[config.mk]
export PLATFORM = sky130hd
export DESIGN_NAME = ring_playback_dma
export DESIGN_NICKNAME = d
export VERILOG_FILES = /design/src/rtl/rpd_pkg.sv /design/src/rtl/rpd_ring_ptr.sv /design/src/rtl/rpd_wake_cnt.sv /design/src/rtl/rpd_fsm.sv /design/src/rtl/ring_playback_dma.sv
export SDC_FILE = /design/constraint.sdc
export NUM_CORES = 1
export LEC_CHECK = 0
export ABC_AREA = 1
export BUFFER_PORTS_ARGS = -buffer_cell sky130_fd_sc_hd__buf_2
export CORE_MARGIN = 1
export CORE_UTILIZATION = 55
export DETAILED_ROUTE_END_ITERATION = 16
export PLACE_DENSITY = 0.8
export SLEW_MARGIN = 10
export SYNTH_ARGS = -nofsm -noshare
export SYNTH_HDL_FRONTEND = slang
export SYNTH_HIERARCHICAL = 1
export SYNTH_SLANG_ARGS = --single-unit
export TNS_END_PERCENT = 100
[constraint.sdc]
create_clock -name clk -period 2.08 [get_ports clk]
set_input_delay 0.208 -clock clk [delete_from_list [all_inputs] [get_ports clk]]
set_output_delay 0.208 -clock clk [all_outputs]
set_load 0.1 [all_outputs]
[src/rtl/rpd_pkg.sv]
`timescale 1ns/1ps
package rpd_pkg;
    typedef enum logic [1:0] {
        PB_IDLE  = 2'd0,
        PB_FETCH = 2'd1,
        PB_READY = 2'd2
    } pb_state_t;
endpackage

[src/rtl/rpd_ring_ptr.sv]
`timescale 1ns/1ps
module rpd_ring_ptr #(
    parameter int LEN_W = 12
) (
    input  logic             clk,
    input  logic             rst_n,
    input  logic             restart,
    input  logic             step,
    input  logic [LEN_W-1:0] buf_len,
    output logic [LEN_W-1:0] offset
);
    localparam logic [LEN_W-1:0] ONE = LEN_W'(1);

    logic at_end;
    assign at_end = (offset == buf_len - ONE);

    always_ff @(posedge clk or negedge rst_n) begin
        if (!rst_n) begin
            offset <= '0;
        end else if (restart) begin
            offset <= '0;
        end else if (step) begin
            offset <= at_end ? '0 : offset + ONE;
        end
    end
endmodule

[src/rtl/rpd_wake_cnt.sv]
`timescale 1ns/1ps
module rpd_wake_cnt #(
    parameter int CNT_W = 12
) (
    input  logic             clk,
    input  logic             rst_n,
    input  logic             reload,
    input  logic             tick,
    input  logic [CNT_W-1:0] wake_count,
    input  logic             irq_clear,
    output logic             wake_irq
);
    localparam logic [CNT_W-1:0] ONE = CNT_W'(1);

    logic [CNT_W-1:0] left;
    logic             fire;

    assign fire = tick && !reload && (left <= ONE);

    always_ff @(posedge clk or negedge rst_n) begin
        if (!rst_n) begin
            left <= '0;
        end else if (reload || fire) begin
            left <= wake_count;
        end else if (tick) begin
            left <= left - ONE;
        end
    end

    always_ff @(posedge clk or negedge rst_n) begin
        if (!rst_n) begin
            wake_irq <= 1'b0;
        end else if (fire) begin
            wake_irq <= 1'b1;
        end else if (irq_clear) begin
            wake_irq <= 1'b0;
        end
    end
endmodule

[src/rtl/rpd_fsm.sv]
`timescale 1ns/1ps
module rpd_fsm
    import rpd_pkg::*;
#(
    parameter int DATA_W = 16
) (
    input  logic              clk,
    input  logic              rst_n,
    input  logic              enable,
    input  logic              codec_req,
    input  logic              mem_rvalid,
    input  logic [DATA_W-1:0] mem_rdata,
    input  logic              err_clear,
    output logic              mem_req,
    output logic              fill,
    output logic              drain,
    output logic              rewind,
    output logic [DATA_W-1:0] codec_data,
    output logic              codec_valid,
    output logic              underflow_err
);
    pb_state_t         state, state_nx;
    logic              starve;
    logic [DATA_W-1:0] hold;

    always_ff @(posedge clk or negedge rst_n) begin
        if (!rst_n) begin
            state <= PB_IDLE;
        end else begin
            state <= state_nx;
        end
    end

    always_comb begin
        state_nx = state;
        if (!enable) begin
            state_nx = PB_IDLE;
        end else begin
            unique case (state)
                PB_IDLE:  state_nx = PB_FETCH;
                PB_FETCH: if (mem_rvalid) state_nx = PB_READY;
                PB_READY: if (codec_req)  state_nx = PB_FETCH;
                default:  state_nx = PB_IDLE;
            endcase
        end
    end

    always_comb begin
        mem_req = 1'b0;
        fill    = 1'b0;
        drain   = 1'b0;
        starve  = 1'b0;
        rewind  = !enable;
        if (enable) begin
            unique case (state)
                PB_IDLE: begin
                    starve = codec_req;
                end
                PB_FETCH: begin
                    mem_req = 1'b1;
                    fill    = mem_rvalid;
                    starve  = codec_req;
                end
                PB_READY: begin
                    drain = codec_req;
                end
                default: begin
                    starve = 1'b0;
                end
            endcase
        end
    end

    always_ff @(posedge clk or negedge rst_n) begin
        if (!rst_n) begin
            hold        <= '0;
            codec_data  <= '0;
            codec_valid <= 1'b0;
        end else begin
            codec_valid <= drain || starve;
            if (fill) begin
                hold <= mem_rdata;
            end
            if (drain) begin
                codec_data <= hold;
            end
        end
    end

    always_ff @(posedge clk or negedge rst_n) begin
        if (!rst_n) begin
            underflow_err <= 1'b0;
        end else if (starve) begin
            underflow_err <= 1'b1;
        end else if (err_clear) begin
            underflow_err <= 1'b0;
        end
    end
endmodule

[src/rtl/ring_playback_dma.sv]
`timescale 1ns/1ps
module ring_playback_dma #(
    parameter int ADDR_W = 16,
    parameter int DATA_W = 16,
    parameter int LEN_W  = 12,
    parameter int CNT_W  = 12
) (
    input  logic              clk,
    input  logic              rst_n,
    input  logic              enable,
    input  logic [ADDR_W-1:0] base_addr,
    input  logic [LEN_W-1:0]  buf_len,
    input  logic [CNT_W-1:0]  wake_count,
    input  logic              irq_clear,
    input  logic              err_clear,
    input  logic              codec_req,
    input  logic [DATA_W-1:0] mem_rdata,
    input  logic              mem_rvalid,
    output logic              mem_req,
    output logic [ADDR_W-1:0] mem_addr,
    output logic [DATA_W-1:0] codec_data,
    output logic              codec_valid,
    output logic              wake_irq,
    output logic              underflow_err
);
    logic             fill, drain, rewind;
    logic [LEN_W-1:0] offset;

    rpd_fsm #(.DATA_W(DATA_W)) u_fsm (
        .clk           (clk),
        .rst_n         (rst_n),
        .enable        (enable),
        .codec_req     (codec_req),
        .mem_rvalid    (mem_rvalid),
        .mem_rdata     (mem_rdata),
        .err_clear     (err_clear),
        .mem_req       (mem_req),
        .fill          (fill),
        .drain         (drain),
        .rewind        (rewind),
        .codec_data    (codec_data),
        .codec_valid   (codec_valid),
        .underflow_err (underflow_err)
    );

    rpd_ring_ptr #(.LEN_W(LEN_W)) u_ptr (
        .clk     (clk),
        .rst_n   (rst_n),
        .restart (rewind),
        .step    (fill),
        .buf_len (buf_len),
        .offset  (offset)
    );

    rpd_wake_cnt #(.CNT_W(CNT_W)) u_wake (
        .clk        (clk),
        .rst_n      (rst_n),
        .reload     (rewind),
        .tick       (drain),
        .wake_count (wake_count),
        .irq_clear  (irq_clear),
        .wake_irq   (wake_irq)
    );

    assign mem_addr = base_addr + ADDR_W'(offset);
endmodule

**Word-level counts from Yosys, hierarchy flattened**

Index checks and enable logic that the tools add are counted.

- Add/subtract/negate cells: 4
- Magnitude comparators: 1
- Equal/unequal tests: 6
- Multiplexer cells: 21
- Reductions and logical operators: 11

Operator list:

| kind | count |
|---|---|
| two-way mux 12 bit | 5 |
| subtractor 12 x 1 -> 12 bit, second input constant | 2 |
| adder 16 x 12 -> 16 bit | 1 |
| adder 12 x 1 -> 12 bit, second input constant | 1 |
| equality test 12 bit | 1 |
| less-or-equal comparator 12 x 1 -> 1 bit, second input constant | 1 |
| two-way mux 1 bit | 12 |
| two-way mux 2 bit | 3 |
| inequality test 3 bit, second input constant | 2 |
| one-hot mux 2 bit (3 select lines) | 1 |
| nonzero test 2 bit | 3 |
| equality test 2 x 1 -> 1 bit, second input constant | 1 |
| equality test 2 bit, second input constant | 1 |
| logical AND 1 bit | 2 |
| logical NOT 2 bit | 1 |
| logical OR 1 bit | 2 |
| inequality test 2 x 1 -> 1 bit, second input constant | 1 |
| AND reduction 2 bit | 1 |
| OR reduction 2 bit | 1 |
| logical NOT 1 bit | 1 |

- Flip-flop bits (word level): 61
- Logic and storage cells: 51

**Depth between registers and ports, before layout**

- Word-level depth: 7
- Mapped depth: 15
- Gate-level depth less buffers: 14

**Cells and area by module**

Netlist, hierarchy kept.

Modules (own cells, without submodules):

| module | instances | cells an instance | area an instance (um^2) | sequential area each (um^2) |
|---|---|---|---|---|
| rpd_fsm | 1 | 164 | 1495.2 | 900.9 |
| rpd_ring_ptr | 1 | 220 | 1243.7 | 300.3 |
| rpd_wake_cnt | 1 | 161 | 1062.3 | 325.3 |
| ring_playback_dma | 1 | 164 | 832.0 | 0.0 |

**Least setup slack after synthesis**

Ideal clock, no wire load.

- Path type: register to output
- Start: register u_ptr.offset[0]
- End: output port mem_addr[8]
- Arrival time: 2805 ps
- Data required time: 1872 ps
- Setup slack: -933 ps
- Stages on the path, launching flop included: 9
- Cells stage by stage: dfrtp_1 ha_1 fa_1 nand2_1 nand2_1 and2_4 nand2_1 nand2_1 xor2_1

- Cells in the longest elaborated chain, start to end: 1

Ends and longest elaborated chain:

| item | RTL line | text |
|---|---|---|
| start, declared | rpd_ring_ptr.sv:10 | `output logic [LEN_W-1:0] offset` |
| start signal, assigned | rpd_ring_ptr.sv:23 | `offset <= at_end ? '0 : offset + ONE;` |
| adder 16 x 12 -> 16 bit | ring_playback_dma.sv:65 | `assign mem_addr = base_addr + ADDR_W'(offset);` |
| end, declared | ring_playback_dma.sv:20 | `output logic [ADDR_W-1:0] mem_addr,` |

Every way passes these cells.

**Final worst setup path**

- Start: register u_ptr.offset[0]
- End: output port mem_addr[6]

The elaborated chain is that of the path after synthesis.

==> impl_metrics.py <==
metrics = {
    "status": {
        "status": "complete, but fails checks",
        "violations": "setup timing",
    },
    "setup_path": {
        "r2r_cells": 13,
        "start_kind": "register",
        "path_class": "register to output pin",
        "regToRegSetupSlack_ns": 0.12,
        "cp.arrival_ns": 2.11,
        "timing.rr.start": "u_ptr/offset[3]",
        "slowest_delay_ns": 0.41,
        "cp_num_buf_inv": 2,
        "crit_slowest_cell": "dfrtp_1",
        "endpoint_kind": "output pin",
        "worstPathMaxFanout": 3,
        "cp.depth": 9,
        "cp.required_ns": 1.87,
        "cp_cell_sequence": "ha_4 -> fa_2 -> nand2_1 -> nand2_1 -> nand3b_1 -> nand2_2 -> buf_12 -> xor2_4 -> buf_12",
        "path_delay_family": "adder cells",
        "reg2reg_to": "u_ptr/offset[10]",
    },
    "sta": {
        "rsz0062_at_grt": "true",
        "hold-worst-slack_ns": 0.0377,
        "slew_viol_final": 0,
        "fin_skew_ns": 0.0121,
        "min_period_ns": 2.32,
        "fmax_mhz": 431,
        "maxSlewHeadroom_pct": 42.8,
        "fin_ws_ns": -0.238,
        "setup_viol_count_final": 12,
        "fin_crit_sh_pct": 111,
        "tightest_slew_ns": 0.855,
        "hold_violations": 0,
    },
    "placement": {
        "place_inst": 915,
        "dpl_cell_area_sq_mm": 0.00562,
        "gp_congestion": 0.908,
        "hpwlAfterDp_microns": 8770,
        "port_buffers": 98,
    },
    "die": {
        "fp.dieH_microns": 93.8,
        "die_w_microns": 93.8,
        "coreArea_sq_mm": 0.00818,
        "start_util_pct": 56.7,
        "num_rows": 33,
        "fp.dieArea_sq_mm": 0.00879,
        "ios": 99,
    },
    "global_route": {
        "grt-ovfl-total": 0,
        "track_usage_pct": 29.4,
        "antenna_found_initial": 0,
        "grt_pass1_wl_microns": 20400,
        "grt_pass1_vias": 4758,
        "grt_max_degree": 25,
    },
    "layout": {
        "stdcell_count": 946,
        "fin_nets": 916,
        "drive_gt1_share_pct": 30.2,
        "antenna_cells": 0,
        "final_cell_area_sq_mm": 0.00627,
        "final_util_pct": 76.7,
        "syn_to_final_growth_pct": 35.4,
    },
    "pwr": {
        "power.density_mw_per_mm2": 729,
        "finalPower_mw": 4.58,
        "ir_drop_mv": 1.14,
        "p_leak_nw": 3.49,
    },
    "cts": {
        "clock_path_buffers": 2,
        "clkLatencyLatePin_ns": 0.35,
        "cts_buffers": 9,
        "clockRootBuffer": "clkbuf_8",
        "clkSinkCount": 61,
        "clk_pin_slew_worst_paths_ns": 0.08,
        "cts_htree_levels": 3,
        "cts_tree": "yes",
    },
    "yosys": {
        "synth_cell_types": 33,
        "synthCells": 709,
        "synth_area_sq_mm": 0.00463,
        "syn_avg_cell_area_sq_um": 6.53,
        "ys_warn_count": 6,
        "synth_fp_nets": 789,
        "seq_area_frac_synth_pct": 32.9,
        "synth_seq_cells": 61,
    },
    "drt": {
        "drt_pre_antenna_iters": 8,
        "via_per_inst": 5.29,
        "drt_wl_total_microns": 12900,
        "drc": 0,
        "vias": 5003,
        "drt_iter0_drc": 233,
        "ant_nets": 0,
        "wl_per_cell_microns": 13.7,
    },
    "min_path": {
        "min_to": "u_wake/wake_irq",
        "holdPathStages": 2,
        "min_path_type": "primary input to register",
        "hold_start": "irq_clear",
    },
    "job": {
        "timing.max_cap.violations": 0,
    },
}
==> synth_stat cells (all sizes together) <==
library cell,number,area share [%]
a21oi,8,0.95
and2,2,0.32
buf,11,2.1
clkbuf,3,0.24
dfrtp,61,33
fa,1,0.43
ha,16,4.3
inv,101,8.2
nand2,322,27
nand3,58,6.6
nand3b,6,0.97
nand4,22,3.2
nor2,59,6.2
nor3,7,1.1
o21ai,10,1.1
or2,2,0.27
xnor2,5,0.95
xor2,15,2.8
==> layout by cell type, fill, tap and decap left out, types with 7 or more instances in the layout <==
master	instances
buf_12	17
dfrtp_1	54
nor2_1	46
nor2_4	7
nand3_2	7
o21ai_0	8
nand2_1	278
nand2_2	39
buf_4	28
dfrtp_2	7
buf_2	83
nand4_1	20
inv_1	95
clkbuf_8	9
xor2_1	9
ha_4	12
nand3_1	50
==> state kept, by name, indices dropped and copies added, names as in the netlist <==
| register | cells |
|---|---|
| u_fsm/codec_data | 16 |
| u_fsm/hold | 16 |
| u_ptr/offset | 12 |
| u_wake/left | 12 |
| u_fsm/state | 2 |
| u_fsm/codec_valid | 1 |
| u_fsm/underflow_err | 1 |
| u_wake/wake_irq | 1 |
==> layer usage <==
metal  part of all wire [%]  track usage (%)  vias up
met5                      0                0        -
met4                    2.9             12.6        0
met3                    5.4             5.02       41
met2                     53             53.8      184
met1                     39             33.4     2340
li1                       -                -     2438
==> cell type report <==
cell class | instances | area [sq um]
clock buffer | 10 | 128
clock inverter | 6 | 111
fill | 621 | 1900
inverter | 101 | 379
multi-input combinational | 533 | 3000
sequential | 61 | 1540
tap | 105 | 131
timing repair buffer | 130 | 987
==> logic make-up (layout without fill, tap and decap cells) <==
family	after synthesis	in the layout	synth area share [%]
fa+ha+maj	17	17	4.75
compound gates	18	18	2.03
flops	61	61	32.9
simple gates	478	478	45.9
buf+inv	115	247	10.6
xor+xnor	20	20	3.78
==> metrics by stage <==
step                      setup slack, ns  TNS [ns]
after floorplan                    -0.373    -0.423
after global placement              0.142         0
after detailed placement            0.111         0
after CTS                          -0.222     -1.20
after global routing               -0.330     -2.51
final                              -0.238     -1.60
==> timing repair <==
item | CTS | global route
pin swaps | 18 | 22
setup buffers | 10 | 4
resized for setup | 43 | 18
hold endpoints to repair | 13 | 0
cloned | 0 | 0
hold buffers | 1 | 0
endpoints found under the setup margin | 12 | 13
==> power by group <==
| part | switching [mW] | internal (mW) |
|---|---|---|
| sequential | 0.140 | 1.39 |
| combinational | 1.32 | 0.416 |
| clock | 0.514 | 0.796 |
==> worst max path at each step <==
stage	startpoint	end	slack, ns
final	u_ptr/offset[0]	mem_addr[6]	-0.24
after global routing	u_ptr/offset[0]	mem_addr[14]	-0.33
after CTS	u_ptr/offset[0]	mem_addr[8]	-0.22
after detailed placement	buf_len[0]	u_ptr/offset[0]	0.11
after global placement	u_ptr/offset[0]	mem_addr[8]	0.14
after floorplan	u_ptr/offset[0]	mem_addr[8]	-0.37
Power figures use the tool's default switching activity.
